<file path="config.mk">
export PLATFORM = sky130hd
export DESIGN_NAME = scanout_addr_gen
export DESIGN_NICKNAME = d
export VERILOG_FILES = /design/src/rtl/scan_pkg.sv /design/src/rtl/scan_regs.sv /design/src/rtl/scan_raster.sv /design/src/rtl/scan_addr.sv /design/src/rtl/scanout_addr_gen.sv
export SDC_FILE = /design/constraint.sdc
export NUM_CORES = 1
export LEC_CHECK = 0
export BUFFER_PORTS_ARGS = -buffer_cell sky130_fd_sc_hd__clkbuf_2
export CAP_MARGIN = 25
export CORE_MARGIN = 2
export CORE_UTILIZATION = 40
export CTS_CLUSTER_SIZE = 40
export DETAILED_ROUTE_END_ITERATION = 6
export PLACE_DENSITY = 0.65
export SYNTH_ARGS = -nofsm -noshare
export SYNTH_HDL_FRONTEND = slang
export SYNTH_HIERARCHICAL = 1
export SYNTH_SLANG_ARGS = --single-unit
</file>
<file path="constraint.sdc">
create_clock -name clk -period 2.6 [get_ports clk]
set_clock_uncertainty 0.15 [all_clocks]
set_input_delay 0.52 -clock clk [delete_from_list [all_inputs] [get_ports clk]]
set_output_delay 0.52 -clock clk [all_outputs]
set_load 0.05 [all_outputs]
</file>
<file path="src/rtl/scan_pkg.sv">
package scan_pkg;
  typedef enum logic [1:0] {
    SEL_ORIGIN = 2'd0,
    SEL_PAN    = 2'd1,
    SEL_PITCH  = 2'd2,
    SEL_HEIGHT = 2'd3
  } cfg_sel_e;
endpackage

</file>
<file path="src/rtl/scan_regs.sv">
module scan_regs #(
  parameter int ADDR_W     = 32,
  parameter int PITCH_W    = 11,
  parameter int LINE_W     = 11,
  parameter bit PITCH_LIVE = 1'b1
) (
  input  logic                clk,
  input  logic                rst_n,
  input  logic                cfg_we,
  input  logic [1:0]          cfg_sel,
  input  logic [ADDR_W-1:0]   cfg_wdata,
  input  logic                make_live,
  output logic [ADDR_W-3:0]   live_origin,
  output logic [1:0]          live_pan,
  output logic [PITCH_W-1:0]  pitch,
  output logic [LINE_W-1:0]   height
);
  import scan_pkg::*;
  localparam int WA = ADDR_W - 2;

  logic [WA-1:0]      pend_origin_q, pend_origin_d;
  logic [1:0]         pend_pan_q, pend_pan_d;
  logic [WA-1:0]      live_origin_q, live_origin_d;
  logic [1:0]         live_pan_q, live_pan_d;
  logic [LINE_W-1:0]  height_q, height_d;
  logic               wr_origin, wr_pan, wr_pitch, wr_height;

  logic unused_wdata;
  assign unused_wdata = ^{cfg_wdata[1:0], cfg_wdata[0]};

  always_comb begin
    wr_origin = cfg_we && (cfg_sel_e'(cfg_sel) == SEL_ORIGIN);
    wr_pan    = cfg_we && (cfg_sel_e'(cfg_sel) == SEL_PAN);
    wr_pitch  = cfg_we && (cfg_sel_e'(cfg_sel) == SEL_PITCH);
    wr_height = cfg_we && (cfg_sel_e'(cfg_sel) == SEL_HEIGHT);
  end

  always_comb begin
    pend_origin_d = pend_origin_q;
    pend_pan_d    = pend_pan_q;
    live_origin_d = live_origin_q;
    live_pan_d    = live_pan_q;
    height_d      = height_q;
    if (wr_origin) pend_origin_d = cfg_wdata[ADDR_W-1:2];
    if (wr_pan)    pend_pan_d    = cfg_wdata[2:1];
    if (wr_height) height_d      = cfg_wdata[LINE_W-1:0];
    // retrace copy takes the value held before this cycle's write
    if (make_live) begin
      live_origin_d = pend_origin_q;
      live_pan_d    = pend_pan_q;
    end
  end

  always_ff @(posedge clk or negedge rst_n) begin
    if (!rst_n) begin
      pend_origin_q <= '0;
      pend_pan_q    <= '0;
      live_origin_q <= '0;
      live_pan_q    <= '0;
      height_q      <= '0;
    end else begin
      pend_origin_q <= pend_origin_d;
      pend_pan_q    <= pend_pan_d;
      live_origin_q <= live_origin_d;
      live_pan_q    <= live_pan_d;
      height_q      <= height_d;
    end
  end

  generate
    if (PITCH_LIVE) begin : g_pitch_direct
      logic [PITCH_W-1:0] pitch_q, pitch_d;
      always_comb begin
        pitch_d = pitch_q;
        if (wr_pitch) pitch_d = cfg_wdata[PITCH_W-1:0];
      end
      always_ff @(posedge clk or negedge rst_n) begin
        if (!rst_n) pitch_q <= '0;
        else        pitch_q <= pitch_d;
      end
      assign pitch = pitch_q;
    end else begin : g_pitch_staged
      logic [PITCH_W-1:0] pend_q, pend_d, act_q, act_d;
      always_comb begin
        pend_d = pend_q;
        act_d  = act_q;
        if (wr_pitch)  pend_d = cfg_wdata[PITCH_W-1:0];
        if (make_live) act_d  = pend_q;
      end
      always_ff @(posedge clk or negedge rst_n) begin
        if (!rst_n) begin
          pend_q <= '0;
          act_q  <= '0;
        end else begin
          pend_q <= pend_d;
          act_q  <= act_d;
        end
      end
      assign pitch = act_q;
    end
  endgenerate

  assign live_origin = live_origin_q;
  assign live_pan    = live_pan_q;
  assign height      = height_q;
endmodule

</file>
<file path="src/rtl/scan_raster.sv">
module scan_raster #(
  parameter int LINE_W = 11
) (
  input  logic              clk,
  input  logic              rst_n,
  input  logic              frame_start,
  input  logic              line_start,
  input  logic [LINE_W-1:0] height,
  output logic [LINE_W-1:0] line_cnt,
  output logic              in_retrace,
  output logic              make_live
);
  localparam logic [LINE_W-1:0] LINE_MAX = {LINE_W{1'b1}};

  logic [LINE_W-1:0] cnt_q, cnt_d;
  logic [LINE_W:0]   cnt_plus;
  logic              cnt_en;

  always_comb begin
    cnt_plus  = {1'b0, cnt_q} + {{LINE_W{1'b0}}, 1'b1};
    cnt_en    = frame_start || line_start;
    cnt_d     = cnt_q;
    make_live = 1'b0;
    if (frame_start) begin
      cnt_d = '0;
    end else if (line_start) begin
      if (cnt_q != LINE_MAX) cnt_d = cnt_plus[LINE_W-1:0];
      // 12-bit compare: a saturated counter never matches again
      make_live = (cnt_plus == {1'b0, height});
    end
  end

  always_ff @(posedge clk or negedge rst_n) begin
    if (!rst_n)      cnt_q <= '0;
    else if (cnt_en) cnt_q <= cnt_d;
  end

  assign line_cnt   = cnt_q;
  assign in_retrace = (cnt_q >= height);
endmodule

</file>
<file path="src/rtl/scan_addr.sv">
module scan_addr #(
  parameter int ADDR_W  = 32,
  parameter int PITCH_W = 11
) (
  input  logic               clk,
  input  logic               rst_n,
  input  logic               frame_start,
  input  logic               line_start,
  input  logic               fetch,
  input  logic [ADDR_W-3:0]  live_origin,
  input  logic [1:0]         live_pan,
  input  logic [PITCH_W-1:0] pitch,
  output logic [ADDR_W-3:0]  fetch_word,
  output logic [1:0]         pix_pan
);
  localparam int WA  = ADDR_W - 2;
  localparam int PAD = WA - PITCH_W - 1;

  logic [WA-1:0] base_q, base_d, ptr_q, ptr_d, stride_w;
  logic [1:0]    pan_q, pan_d;
  logic          base_en, ptr_en, pan_en;

  always_comb begin
    // pitch counts 8-byte units, i.e. two 32-bit words
    stride_w = {{PAD{1'b0}}, pitch, 1'b0};
    base_d   = base_q;
    ptr_d    = ptr_q;
    pan_d    = pan_q;
    base_en  = frame_start || line_start;
    ptr_en   = frame_start || line_start || fetch;
    pan_en   = frame_start;
    if (frame_start) begin
      base_d = live_origin;
      ptr_d  = live_origin;
      pan_d  = live_pan;
    end else if (line_start) begin
      base_d = base_q + stride_w;
      ptr_d  = base_q + stride_w;
    end else if (fetch) begin
      ptr_d  = ptr_q + {{(WA-1){1'b0}}, 1'b1};
    end
  end

  always_ff @(posedge clk or negedge rst_n) begin
    if (!rst_n) begin
      base_q <= '0;
      ptr_q  <= '0;
      pan_q  <= '0;
    end else begin
      if (base_en) base_q <= base_d;
      if (ptr_en)  ptr_q  <= ptr_d;
      if (pan_en)  pan_q  <= pan_d;
    end
  end

  assign fetch_word = ptr_q;
  assign pix_pan    = pan_q;
endmodule

</file>
<file path="src/rtl/scanout_addr_gen.sv">
module scanout_addr_gen #(
  parameter int ADDR_W     = 32,
  parameter int PITCH_W    = 11,
  parameter int LINE_W     = 11,
  parameter bit PITCH_LIVE = 1'b1
) (
  input  logic              clk,
  input  logic              rst_n,
  input  logic              cfg_we,
  input  logic [1:0]        cfg_sel,
  input  logic [ADDR_W-1:0] cfg_wdata,
  input  logic              frame_start,
  input  logic              line_start,
  input  logic              fetch,
  output logic [ADDR_W-3:0] fetch_word,
  output logic [1:0]        pix_pan,
  output logic [LINE_W-1:0] raster_line,
  output logic              in_retrace
);
  logic [ADDR_W-3:0]  live_origin;
  logic [1:0]         live_pan;
  logic [PITCH_W-1:0] pitch;
  logic [LINE_W-1:0]  height;
  logic               make_live;

  scan_regs #(
    .ADDR_W(ADDR_W), .PITCH_W(PITCH_W), .LINE_W(LINE_W), .PITCH_LIVE(PITCH_LIVE)
  ) u_regs (
    .clk(clk), .rst_n(rst_n), .cfg_we(cfg_we), .cfg_sel(cfg_sel),
    .cfg_wdata(cfg_wdata), .make_live(make_live), .live_origin(live_origin),
    .live_pan(live_pan), .pitch(pitch), .height(height)
  );

  scan_raster #(.LINE_W(LINE_W)) u_raster (
    .clk(clk), .rst_n(rst_n), .frame_start(frame_start), .line_start(line_start),
    .height(height), .line_cnt(raster_line), .in_retrace(in_retrace),
    .make_live(make_live)
  );

  scan_addr #(.ADDR_W(ADDR_W), .PITCH_W(PITCH_W)) u_addr (
    .clk(clk), .rst_n(rst_n), .frame_start(frame_start), .line_start(line_start),
    .fetch(fetch), .live_origin(live_origin), .live_pan(live_pan), .pitch(pitch),
    .fetch_word(fetch_word), .pix_pan(pix_pan)
  );
endmodule

</file>
==> qor.txt, run 1 <==
STATUS
--------------------------------------------------------------------------------------------------------
Outcome                                                                                     finished, violations left
Violations in the final reports                                                             setup timing

CELLS AND AREA
--------------------------------------------------------------------------------------------------------
Area added between synthesis and finish                                                            24.8%
Number of filler cells placed in the layout                                                         1867
Leading cell types in the layout, fill and taps excluded                                    148 x dfrtp_1, 85 x mux2_2, 81 x clkbuf_2
Commonest non-fill, non-tap cell in the layout                                                   dfrtp_1
Share of final-layout standard cells stronger than drive strength 1                                36.0%
Core occupancy in the finished layout                                                              51.0%
Antenna diode count                                                                                    0
# nets final                                                                                        1013

SYNTHESIS
--------------------------------------------------------------------------------------------------------
Average cell area after synthesis                                                               10.5 µm²
Mapped cell area                                                                                8590 µm²
YS warnings                                                                                            6
Number of synthesized flops with an enable pin                                                         0
Sequential share of the synthesized area                                                           46.3%
Post-Syn Nets                                                                                        881
Async set-or-reset flop fraction in the synthesized netlist                                         100%
Most frequently used flop master after synthesis                                                 dfrtp_1
Flip-flop and latch count after synthesis                                                            159
Number of cells produced by synthesis                                                                816
Number of distinct library cells after synthesis                                                      81

WORST SETUP PATH
--------------------------------------------------------------------------------------------------------
Crit path cell chain                                                                        inv_2 -> ha_4 -> nand2b_4 -> a21o_1 -> a21o_1 -> a211o_1 -> a221o_2 -> buf_8
Category of the critical setup timing path                                                  flip-flop to output pin
Kind of start point of the critical path                                                       flip-flop
Worst reg2reg path depth                                                                              10
CP max-delay cell                                                                                dfrtp_2
CP dominant cell by count                                                                         a21o_1
Required time of the critical path                                                               1.93 ns
Setup slack, reg-to-reg                                                                         -0.21 ns
Reg-to-reg critical path startpoint                                                         u_raster/line_cnt[0]
Critical path fanouts, max                                                                             2
Crit path largest cell delay                                                                     0.41 ns
Worst path arrival time                                                                          2.32 ns
End of the worst register-to-register path                                                  u_regs/live_origin[8]
Crit path capture type                                                                        output pin

FLOORPLANNING
--------------------------------------------------------------------------------------------------------
Overall die area                                                                               22700 µm²
Die Span Y                                                                                        151 µm
Row count                                                                                             53
Die X-Extent                                                                                      151 µm
Number of primary I/O pins                                                                            84
Core Region                                                                                    21000 µm²
Initial Utilization                                                                                40.9%

CLOCK TREE
--------------------------------------------------------------------------------------------------------
Post-CTS clock slew at the launch and capture registers of the worst setup and hold paths        0.06 ns
Clk Latency, worst-skew pair                                                                     0.43 ns
Worst-case clock buffer depth                                                                          2
Clock tree from TritonCTS                                                                           done
Clock sinks                                                                                          159
Depth of the CTS H-tree                                                                                4
Total CTS buffers                                                                                     17
Cell at the root of the clock tree                                                             clkbuf_16

PLACE
--------------------------------------------------------------------------------------------------------
Detailed placer's ending HPWL                                                                    16.0 mm
RePlAce Congestion                                                                                 0.834
Number of buffers inserted by port buffering                                                          83
Place WS                                                                                      -0.0600 ns

STA
--------------------------------------------------------------------------------------------------------
Number of pins with negative max-slew slack in the final report                                        0
Final worst-path cycle share                                                                        115%
Smallest hold slack                                                                             0.168 ns
Fin Setup TNS                                                                                   -6.36 ns
RSZ-0062 raised after global routing                                                                 yes
Final hold violation count                                                                             0
Worst setup margin                                                                             -0.393 ns
Clock period minus final worst setup slack                                                       2.99 ns
Maximum clock rate                                                                             0.334 GHz
Slew headroom                                                                                      56.2%
Final Setup Violations                                                                                33
Slew of the pin with the lowest slew margin                                                     0.649 ns

WORST HOLD PATH
--------------------------------------------------------------------------------------------------------
End point of the most critical hold path                                                    u_regs/pend_origin_q[23]
Hold Crit Start                                                                             cfg_wdata[25]
Worst min path class                                                                        input port to flip-flop
Hold Crit Depth                                                                                        2

ROUTE
--------------------------------------------------------------------------------------------------------
Per-cell via count in the routed design                                                             5.61
Wirelength per Cell                                                                              18.7 µm
Total via count in the routed design                                                                6932
Detailed-routing iteration count for the pre-antenna-repair pass                                       5
DRC errors left                                                                                        0
Detail Route Antenna Nets                                                                              0
Violation count after the first detailed-routing iteration                                           430
Post-detailed-routing wire length                                                                23.1 mm

GRT
--------------------------------------------------------------------------------------------------------
Wire length of the first global-routing pass                                                     35.8 mm
GRT Residual Overflow                                                                                  0
Overall global routing resource usage                                                              20.3%
Number of antenna violations at the first check in global routing                                      0
Number of global-route vias before repair                                                           6612
Largest net degree at the start of global routing                                                     66

POWER AND IR DROP
--------------------------------------------------------------------------------------------------------
Internal power                                                                                   5.25 mW
Part of the total power dissipated in combinational logic                                          27.3%
Cell area power density                                                                       723 nW/µm²
Clock share of power                                                                               33.7%
Net switching power figure                                                                       2.49 mW
Leakage power figure                                                                             4.84 nW
Worst voltage drop across the vdd grid                                                          0.603 mV
Reg power frac                                                                                     39.0%
Switching share of power                                                                           32.2%

RUN
--------------------------------------------------------------------------------------------------------
Number of maximum-capacitance constraint violations                                                    0

==> per-stage QoR <==
step	instance area, µm²	instances	total power, mW
finish	10700	1236	7.75
global route	10700	1236	8.09
CTS	10300	1226	7.55
detailed placement	9630	1190	4.86
global placement	9630	1190	4.83
floorplan	8640	816	4.21
==> synth_stat cells, types with 10 or more instances <==
cell type  count  area (µm²)
dfrtp_1      159        3980
mux2_2        86         968
nand2_1       72         270
nor2_1        50         188
a21oi_1       42         210
o21ai_0       35         175
xnor2_1       25         219
ha_1          24         300
inv_1         23        86.3
clkbuf_1      21        78.8
nand3_1       19        95.1
nor3_1        19        95.1
xor2_1        18         158
a31oi_1       15        93.8
a21o_1        14         105
nand4_1       13        81.3
o21ai_1       13        65.1
o211ai_1      10        75.1
o21a_1        10        75.1
==> critical path, delay by kind of cell, from the launching register on <==
family                     cells  cell delay (ns)
and+or+nand+nor                1             0.13
DFF                            1             0.41
adders and majority gates      1             0.20
AOI/OAI and AO/OA              4             0.91
buffers and inverters          2             0.24
==> area by class of cell <==
class	instances	area (µm²)	share of cell area (%)
sequential	159	3990	37.2
clock inverter	11	156	1.46
timing repair buffer	152	1060	9.93
multi-input combinational	594	4610	43.0
inverter	24	90.1	0.840
clock buffer	21	460	4.29
tap	275	344	3.21
==> state kept, by name, indices dropped and copies added, names as in the netlist <==
signal / cells
u_regs/live_pan: 2
u_addr/base_q: 30
u_regs/live_origin: 30
u_addr/pix_pan: 2
u_regs/pitch: 11
u_raster/line_cnt: 11
u_regs/pend_pan_q: 2
u_regs/pend_origin_q: 30
u_addr/fetch_word: 30
u_regs/height: 11
==> power by group through the flow <==
| stage | sequential [mW] | combinational, mW | clock, mW |
|---|---|---|---|
| 3_3_place_gp | 3.04 | 1.79 | 0 |
| 6_report | 3.03 | 2.11 | 2.61 |
| 2_1_floorplan | 3.13 | 1.08 | 0 |
| 4_1_cts | 3.01 | 1.89 | 2.65 |
| 5_1_grt | 3.06 | 2.27 | 2.76 |
| 3_5_place_dp | 3.04 | 1.82 | 0 |
==> routing by layer <==
metal	vias up	global-route usage (%)	routed length [µm]
met5	-	0	0
met4	0	6.13	367
met3	30	3.85	1200
met2	203	29.2	10300
met1	3442	30.9	11200
li1	3257	-	-
==> repair_timing <==
action	4_1_cts	5_1_grt
pin swaps	3	33
gates resized for setup	10	54
endpoints found under the hold margin	48	0
hold buffers	1	0
buffers inserted	3	8
gates cloned	0	3
setup endpoints to repair	16	66
==> worst max path at each step <==
| stage | from | to | slack, ns | cells after the start |
|---|---|---|---|---|
| floorplan | u_raster/line_cnt[0] | in_retrace | -0.04 | 7 |
| global placement | u_raster/line_cnt[0] | in_retrace | -0.007 | 8 |
| detailed placement | u_regs/pitch[0] | u_addr/base_q[19] | -0.06 | 10 |
| CTS | u_raster/line_cnt[0] | in_retrace | -0.42 | 8 |
| global route | u_raster/line_cnt[0] | in_retrace | -0.45 | 8 |
| finish | u_raster/line_cnt[0] | in_retrace | -0.39 | 8 |
==> logic make-up after synthesis <==
| logic type | count (synthesis) | synth area share (%) |
|---|---|---|
| xor+xnor | 43 | 4.39 |
| compound gates | 200 | 15.6 |
| mux | 93 | 12.2 |
| fa+ha+maj | 25 | 3.73 |
| buf+inv | 63 | 3.80 |
| flops | 159 | 46.3 |
| simple gates | 233 | 14.0 |
No activity file was read; power rests on OpenSTA's default activity.
==> run 2: changes to the inputs <==
- SETUP_SLACK_MARGIN: not set -> 0.3
==> run 2 against run 1 <==
The run still ends with setup timing left. Power grew 8.9%. Count of clock-buffer cells in the layout down 2. Critical endpoint unchanged. Critical path depth stayed put. Utilization is 3.6 points higher.
==> qor.txt, run 2 (synthesis results as in run 1) <==
FLOORPLANNING
--------------------------------------------------------------------------------------------------------
Overall die area                                                                               22700 µm²   unchanged
Die X-Extent                                                                                      151 µm   unchanged
Number of primary I/O pins                                                                            84   unchanged
Initial Utilization                                                                                40.9%   unchanged
Die Span Y                                                                                        151 µm   unchanged
Core Region                                                                                    21000 µm²   unchanged
Row count                                                                                             53   unchanged

PLACE
--------------------------------------------------------------------------------------------------------
Detailed placer's ending HPWL                                                                    16.2 mm   was 16.0 mm
Number of buffers inserted by port buffering                                                          83   unchanged
Placed cell areas                                                                               9810 µm²   was 9630 µm²
Cell count after placement                                                                          1185   was 1190
Place WS                                                                                      -0.0490 ns   was -0.0600 ns
RePlAce Congestion                                                                                 0.859   was 0.834

STA
--------------------------------------------------------------------------------------------------------
Maximum clock rate                                                                             0.331 GHz   was 0.334 GHz
Number of pins with negative max-slew slack in the final report                                        0   unchanged
Final worst-path cycle share                                                                        116%   was 115%
RSZ-0062 raised after global routing                                                                 yes   unchanged
Worst setup margin                                                                             -0.422 ns   was -0.393 ns
Slew of the pin with the lowest slew margin                                                     0.699 ns   was 0.649 ns
Final Setup Violations                                                                                26   was 33
Smallest hold slack                                                                             0.164 ns   was 0.168 ns
Final hold violation count                                                                             0   unchanged
Slew headroom                                                                                      53.2%   was 56.2%
Clock period minus final worst setup slack                                                       3.02 ns   was 2.99 ns

POWER AND IR DROP
--------------------------------------------------------------------------------------------------------
Cell area power density                                                                       736 nW/µm²   was 723 nW/µm²
Internal power                                                                                   5.63 mW   was 5.25 mW
Leakage power figure                                                                             5.14 nW   was 4.84 nW
Clock share of power                                                                               31.5%   was 33.7%
Reg power frac                                                                                     36.2%   was 39.0%
Overall power of the completed layout                                                            8.44 mW   was 7.75 mW
Part of the total power dissipated in combinational logic                                          32.4%   was 27.3%
Switching share of power                                                                           33.3%   was 32.2%
Worst voltage drop across the vdd grid                                                          0.538 mV   was 0.603 mV
Net switching power figure                                                                       2.81 mW   was 2.49 mW

GRT
--------------------------------------------------------------------------------------------------------
Largest net degree at the start of global routing                                                     50   was 66
Wire length of the first global-routing pass                                                     38.0 mm   was 35.8 mm
GRT Residual Overflow                                                                                  0   unchanged
Number of antenna violations at the first check in global routing                                      0   unchanged
Number of global-route vias before repair                                                           6959   was 6612
Overall global routing resource usage                                                              21.6%   was 20.3%

CELLS AND AREA
--------------------------------------------------------------------------------------------------------
Design area                                                                                    11500 µm²   was 10700 µm²
Number of filler cells placed in the layout                                                         1735   was 1867
Leading cell types in the layout, fill and taps excluded                                    139 x dfrtp_1, 84 x mux2_2, 81 x clkbuf_2   was 148 x dfrtp_1, 85 x mux2_2, 81 x clkbuf_2
# nets final                                                                                        1035   was 1013
Area added between synthesis and finish                                                            33.6%   was 24.8%
Share of final-layout standard cells stronger than drive strength 1                                43.8%   was 36.0%
Number of standard cells in the final layout excluding fillers                                      1258   was 1236
Commonest non-fill, non-tap cell in the layout                                                   dfrtp_1   unchanged
Antenna diode count                                                                                    0   unchanged

WORST SETUP PATH
--------------------------------------------------------------------------------------------------------
End of the worst register-to-register path                                                  u_regs/live_origin[24]   was u_regs/live_origin[8]
Crit path capture type                                                                        output pin   unchanged
Setup slack, reg-to-reg                                                                         -0.09 ns   was -0.21 ns
Kind of start point of the critical path                                                       flip-flop   unchanged
Worst path arrival time                                                                          2.35 ns   was 2.32 ns
Worst reg2reg path depth                                                                              10   unchanged
Critical path fanouts, max                                                                             2   unchanged
Category of the critical setup timing path                                                  flip-flop to output pin   unchanged
Reg-to-reg critical path startpoint                                                         u_raster/line_cnt[0]   unchanged
Required time of the critical path                                                               1.93 ns   about the same

RUN
--------------------------------------------------------------------------------------------------------
Number of maximum-capacitance constraint violations                                                    0   unchanged

WORST HOLD PATH
--------------------------------------------------------------------------------------------------------
Worst min path class                                                                        input port to flip-flop   unchanged
End point of the most critical hold path                                                    u_regs/pend_origin_q[23]   unchanged
Hold Crit Depth                                                                                        2   unchanged
Hold Crit Start                                                                             cfg_wdata[25]   unchanged

CLOCK TREE
--------------------------------------------------------------------------------------------------------
Clock tree from TritonCTS                                                                           done   unchanged
Post-CTS clock slew at the launch and capture registers of the worst setup and hold paths        0.06 ns   about the same
Total CTS buffers                                                                                     17   unchanged
Clock sinks                                                                                          159   unchanged
Cell at the root of the clock tree                                                             clkbuf_16   unchanged
Worst-case clock buffer depth                                                                          2   unchanged
Depth of the CTS H-tree                                                                                4   unchanged
Clk Latency, worst-skew pair                                                                     0.43 ns   about the same

STATUS
--------------------------------------------------------------------------------------------------------
Violations in the final reports                                                             setup timing   unchanged
Outcome                                                                                     finished, violations left   unchanged

ROUTE
--------------------------------------------------------------------------------------------------------
Per-cell via count in the routed design                                                             5.72   was 5.61
Total via count in the routed design                                                                7202   was 6932
Detail Route Antenna Nets                                                                              0   unchanged
Post-detailed-routing wire length                                                                24.4 mm   was 23.1 mm
DRC errors left                                                                                        0   unchanged
Detailed-routing iteration count for the pre-antenna-repair pass                                       5   unchanged
Wirelength per Cell                                                                              19.4 µm   was 18.7 µm
Violation count after the first detailed-routing iteration                                           765   was 430

[run 2: changes by cell type in the layout (fill, tap and decap cells not counted), moves of 4 or more]
cell     change
ha_1         -4
dfrtp_1      -9
o21ai_2      +7
nand3_1      -4
o21ai_0      -9
buf_12       +5
dfrtp_2      +9
buf_6       +14
nor2_1       -5
[run 2: power by group through the flow]
stage          logic, mW  registers, mW  clock network, mW
2_1_floorplan       1.22           3.15                  0
3_3_place_gp        1.90           3.06                  0
3_5_place_dp        1.92           3.08                  0
4_1_cts             2.27           3.04               2.71
5_1_grt             2.90           3.09               2.81
6_report            2.73           3.05               2.66
[run 2: final cells by class]
| class | instances | area (µm²) | area share (%) |
|---|---|---|---|
| multi-input combinational | 594 | 5020 | 43.7 |
| sequential | 159 | 4000 | 34.9 |
| timing repair buffer | 174 | 1390 | 12.1 |
| clock buffer | 19 | 453 | 3.95 |
| tap | 275 | 344 | 3.00 |
| clock inverter | 13 | 174 | 1.52 |
| inverter | 24 | 90.1 | 0.785 |
[run 2: critical path: stages, from the launching register on]
cell and delay, ns:
dfrtp_2 0.41, inv_2 0.08, ha_4 0.20, nand2b_4 0.13, a21o_1 0.15, a21o_1 0.17, a211o_1 0.27, a221o_2 0.36
buf_8 0.16
[run 2: how the worst max path moves through the flow]
stage	start	end	slack [ns]	depth (start not counted)
finish	u_raster/line_cnt[0]	in_retrace	-0.42	8
global route	u_raster/line_cnt[0]	in_retrace	-0.50	8
CTS	u_raster/line_cnt[0]	in_retrace	-0.44	8
detailed placement	u_raster/line_cnt[0]	in_retrace	-0.05	8
global placement	u_raster/line_cnt[0]	in_retrace	-0.01	8
floorplan	u_raster/line_cnt[0]	in_retrace	-0.04	7
[run 2: metal layers]
layer,track usage (%),wire length [µm],part of all wire [%],up-vias
met3,4.27,1360,5.6,36
met1,31.0,11000,45,3602
met2,33.6,11600,47,256
met4,5.52,417,1.7,0
li1,-,-,-,3308
met5,0,0,0,-
[run 2: metrics by stage]
step	util, %	setup TNS [ns]
2_1_floorplan	-	-1.09
3_3_place_gp	46.7	-0.0112
3_5_place_dp	46.7	-0.0490
4_1_cts	52.5	-2.27
5_1_grt	54.6	-6.39
6_report	54.6	-2.32
[run 2: repair_timing]
item | CTS | global route
setup buffers | 22 | 14
endpoints found under the setup margin | 82 | 84
endpoints found under the hold margin | 46 | 0
gates resized for setup | 71 | 62
hold buffers | 1 | 0
cloned | 3 | 1
pin swaps | 52 | 48
==> run 3: changes to the inputs <==
- PLACE_DENSITY: 0.65 -> not set
==> run 3 against run 2 <==
Via count shrank 2.9%. Combinational power down 5%. The flow still finishes with violations (setup timing). Routed wire length is 1.2% lower. Clock power shrank 3%. Critical path depth unchanged. Sequential cell count stayed put. Register-to-register slack worse by 0.22 ns. Worst hold slack got worse by 0.012 ns. Setup slack got worse by 0.0099 ns. Cell area down 1.1%. Power decreased by 2.6%. Count of clock-buffer cells in the layout shrank 2.
==> qor.txt, run 3 (synthesis results as in run 1) <==
STATUS
--------------------------------------------------------------------------------------------------------
Outcome                                                                                     finished, violations left   unchanged
Violations in the final reports                                                             setup timing   unchanged

POWER AND IR DROP
--------------------------------------------------------------------------------------------------------
Clock share of power                                                                               31.5%   about the same
Reg power frac                                                                                     37.0%   was 36.2%
Switching share of power                                                                           34.4%   was 33.3%
Worst voltage drop across the vdd grid                                                          0.547 mV   was 0.538 mV
Leakage power figure                                                                             5.06 nW   was 5.14 nW
Cell area power density                                                                       725 nW/µm²   was 736 nW/µm²
Internal power                                                                                   5.39 mW   was 5.63 mW
Part of the total power dissipated in combinational logic                                          31.5%   was 32.4%
Net switching power figure                                                                       2.83 mW   was 2.81 mW

WORST HOLD PATH
--------------------------------------------------------------------------------------------------------
Hold Crit Start                                                                             cfg_wdata[25]   unchanged
End point of the most critical hold path                                                    u_regs/pend_origin_q[23]   unchanged
Worst min path class                                                                        input port to flip-flop   unchanged
Hold Crit Depth                                                                                        2   unchanged

STA
--------------------------------------------------------------------------------------------------------
Final worst-path cycle share                                                                        117%   was 116%
Final Setup Violations                                                                                33   was 26
Worst setup margin                                                                             -0.432 ns   was -0.422 ns
RSZ-0062 raised after global routing                                                                 yes   unchanged
Maximum clock rate                                                                             0.330 GHz   was 0.331 GHz
Slew of the pin with the lowest slew margin                                                     0.692 ns   was 0.699 ns
Number of pins with negative max-slew slack in the final report                                        0   unchanged
Final hold violation count                                                                             0   unchanged
Slew headroom                                                                                      53.3%   was 53.2%
Smallest hold slack                                                                             0.152 ns   was 0.164 ns
Clock period minus final worst setup slack                                                       3.03 ns   was 3.02 ns

CELLS AND AREA
--------------------------------------------------------------------------------------------------------
Area added between synthesis and finish                                                            32.0%   was 33.6%
Sequential Area                                                                                 4010 µm²   was 4000 µm²
Leading cell types in the layout, fill and taps excluded                                    138 x dfrtp_1, 85 x mux2_2, 81 x clkbuf_2   was 139 x dfrtp_1, 84 x mux2_2, 81 x clkbuf_2
Antenna diode count                                                                                    0   unchanged
# nets final                                                                                        1030   was 1035
Core occupancy in the finished layout                                                              53.9%   was 54.6%
Multi-input gate area in the final layout                                                       5020 µm²   about the same
Commonest non-fill, non-tap cell in the layout                                                   dfrtp_1   unchanged
Number of filler cells placed in the layout                                                         1840   was 1735
Share of final-layout standard cells stronger than drive strength 1                                44.1%   was 43.8%

GRT
--------------------------------------------------------------------------------------------------------
Wire length of the first global-routing pass                                                     38.2 mm   was 38.0 mm
Number of antenna violations at the first check in global routing                                      0   unchanged
Number of global-route vias before repair                                                           6956   was 6959
Largest net degree at the start of global routing                                                     67   was 50
GRT Residual Overflow                                                                                  0   unchanged
Overall global routing resource usage                                                              21.9%   was 21.6%

PLACE
--------------------------------------------------------------------------------------------------------
Detailed placer's ending HPWL                                                                    16.1 mm   was 16.2 mm
RePlAce Congestion                                                                                 0.860   was 0.859
Number of buffers inserted by port buffering                                                          83   unchanged

FLOORPLANNING
--------------------------------------------------------------------------------------------------------
Row count                                                                                             53   unchanged
Initial Utilization                                                                                40.9%   unchanged
Die Span Y                                                                                        151 µm   unchanged
Overall die area                                                                               22700 µm²   unchanged
Core Region                                                                                    21000 µm²   unchanged
Die X-Extent                                                                                      151 µm   unchanged
Number of primary I/O pins                                                                            84   unchanged

ROUTE
--------------------------------------------------------------------------------------------------------
Total via count in the routed design                                                                6994   was 7202
Violation count after the first detailed-routing iteration                                           681   was 765
Post-detailed-routing wire length                                                                24.1 mm   was 24.4 mm
Detail Route Antenna Nets                                                                              0   unchanged
DRC errors left                                                                                        0   unchanged
Detailed-routing iteration count for the pre-antenna-repair pass                                       5   unchanged
Wirelength per Cell                                                                              19.2 µm   was 19.4 µm
Per-cell via count in the routed design                                                             5.58   was 5.72

WORST SETUP PATH
--------------------------------------------------------------------------------------------------------
Setup slack, reg-to-reg                                                                         -0.31 ns   was -0.09 ns
Crit path capture type                                                                        output pin   unchanged
Worst path arrival time                                                                          2.36 ns   was 2.35 ns
Required time of the critical path                                                               1.93 ns   about the same
Critical path fanouts, max                                                                             2   unchanged
Worst reg2reg path depth                                                                              11   was 10
Kind of start point of the critical path                                                       flip-flop   unchanged
Reg-to-reg critical path startpoint                                                         u_raster/line_cnt[0]   unchanged
End of the worst register-to-register path                                                  u_regs/live_origin[5]   was u_regs/live_origin[24]
Category of the critical setup timing path                                                  flip-flop to output pin   unchanged

CLOCK TREE
--------------------------------------------------------------------------------------------------------
Post-CTS clock slew at the launch and capture registers of the worst setup and hold paths        0.07 ns   was 0.06 ns
Clock sinks                                                                                          159   unchanged
Depth of the CTS H-tree                                                                                4   unchanged
Total CTS buffers                                                                                     17   unchanged
Clock tree from TritonCTS                                                                           done   unchanged
Worst-case clock buffer depth                                                                          2   unchanged
Clk Latency, worst-skew pair                                                                     0.44 ns   was 0.43 ns
Cell at the root of the clock tree                                                             clkbuf_16   unchanged

RUN
--------------------------------------------------------------------------------------------------------
Number of maximum-capacitance constraint violations                                                    0   unchanged

==> run 3: cell types whose count changed in the layout (fill, tap and decap cells not counted), moves of 3 or more <==
cell,change
buf_12,-4
a22oi_1,-3
a22oi_2,+3
buf_4,+3
buf_6,-3
mux2_4,-3
==> run 3: critical path: stages, from the launching register on <==
cell and delay [ns]:
dfrtp_2 0.42, inv_2 0.09, ha_4 0.20, nand2b_4 0.13, a21o_1 0.14, a21o_1 0.17, a211o_1 0.26, a221o_2 0.35
buf_8 0.16
==> run 3: routing by layer <==
| layer | share of wire (%) | up-vias | global-route usage, % |
|---|---|---|---|
| li1 | - | 3305 | - |
| met1 | 47 | 3452 | 31.5 |
| met2 | 46 | 208 | 34.0 |
| met3 | 5.3 | 29 | 3.61 |
| met4 | 1.5 | 0 | 6.70 |
| met5 | 0 | - | 0 |
==> run 3: area by class of cell <==
type                       instances  share of cell area [%]
tap                              275                    3.03
multi-input combinational        594                    44.3
clock buffer                      17                    3.75
inverter                          24                   0.817
clock inverter                    15                    1.56
timing repair buffer             169                    11.2
sequential                       159                    35.3
==> run 3: per-stage QoR <==
stage | worst slack, ns | cells | cell area (µm²) | setup TNS, ns | total power, mW
2_1_floorplan | -0.0414 | 816 | 8810 | -1.09 | 4.38
3_3_place_gp | -0.0248 | 1179 | 9730 | -0.0248 | 4.96
6_report | -0.432 | 1253 | 11300 | -7.28 | 8.22
3_5_place_dp | -0.0372 | 1180 | 9740 | -0.0372 | 4.99
4_1_cts | -0.424 | 1243 | 11000 | -2.33 | 7.98
5_1_grt | -0.508 | 1253 | 11300 | -12.49 | 8.56
==> run 3: how the worst max path moves through the flow <==
| stage | start | to | slack, ns | depth (start not counted) |
|---|---|---|---|---|
| floorplan | u_raster/line_cnt[0] | in_retrace | -0.04 | 7 |
| global placement | u_raster/line_cnt[0] | in_retrace | -0.02 | 8 |
| detailed placement | u_raster/line_cnt[0] | in_retrace | -0.04 | 8 |
| CTS | u_raster/line_cnt[0] | in_retrace | -0.42 | 8 |
| global route | u_raster/line_cnt[0] | in_retrace | -0.51 | 8 |
| finish | u_raster/line_cnt[0] | in_retrace | -0.43 | 8 |
==> run 3: what timing repair did <==
item,CTS,global route
gates cloned,3,0
pin swaps,59,39
setup buffers,27,10
resized for setup,75,55
hold buffers,1,0
endpoints found under the hold margin,60,0
endpoints found under the setup margin,71,83
==> run 3: power by group through the flow <==
stage | Combinational (mW) | Clock [mW] | Sequential [mW]
after floorplan | 1.22 | 0 | 3.15
after global placement | 1.90 | 0 | 3.06
after detailed placement | 1.92 | 0 | 3.07
after CTS | 2.32 | 2.63 | 3.03
after global routing | 2.76 | 2.72 | 3.08
final | 2.59 | 2.59 | 3.04
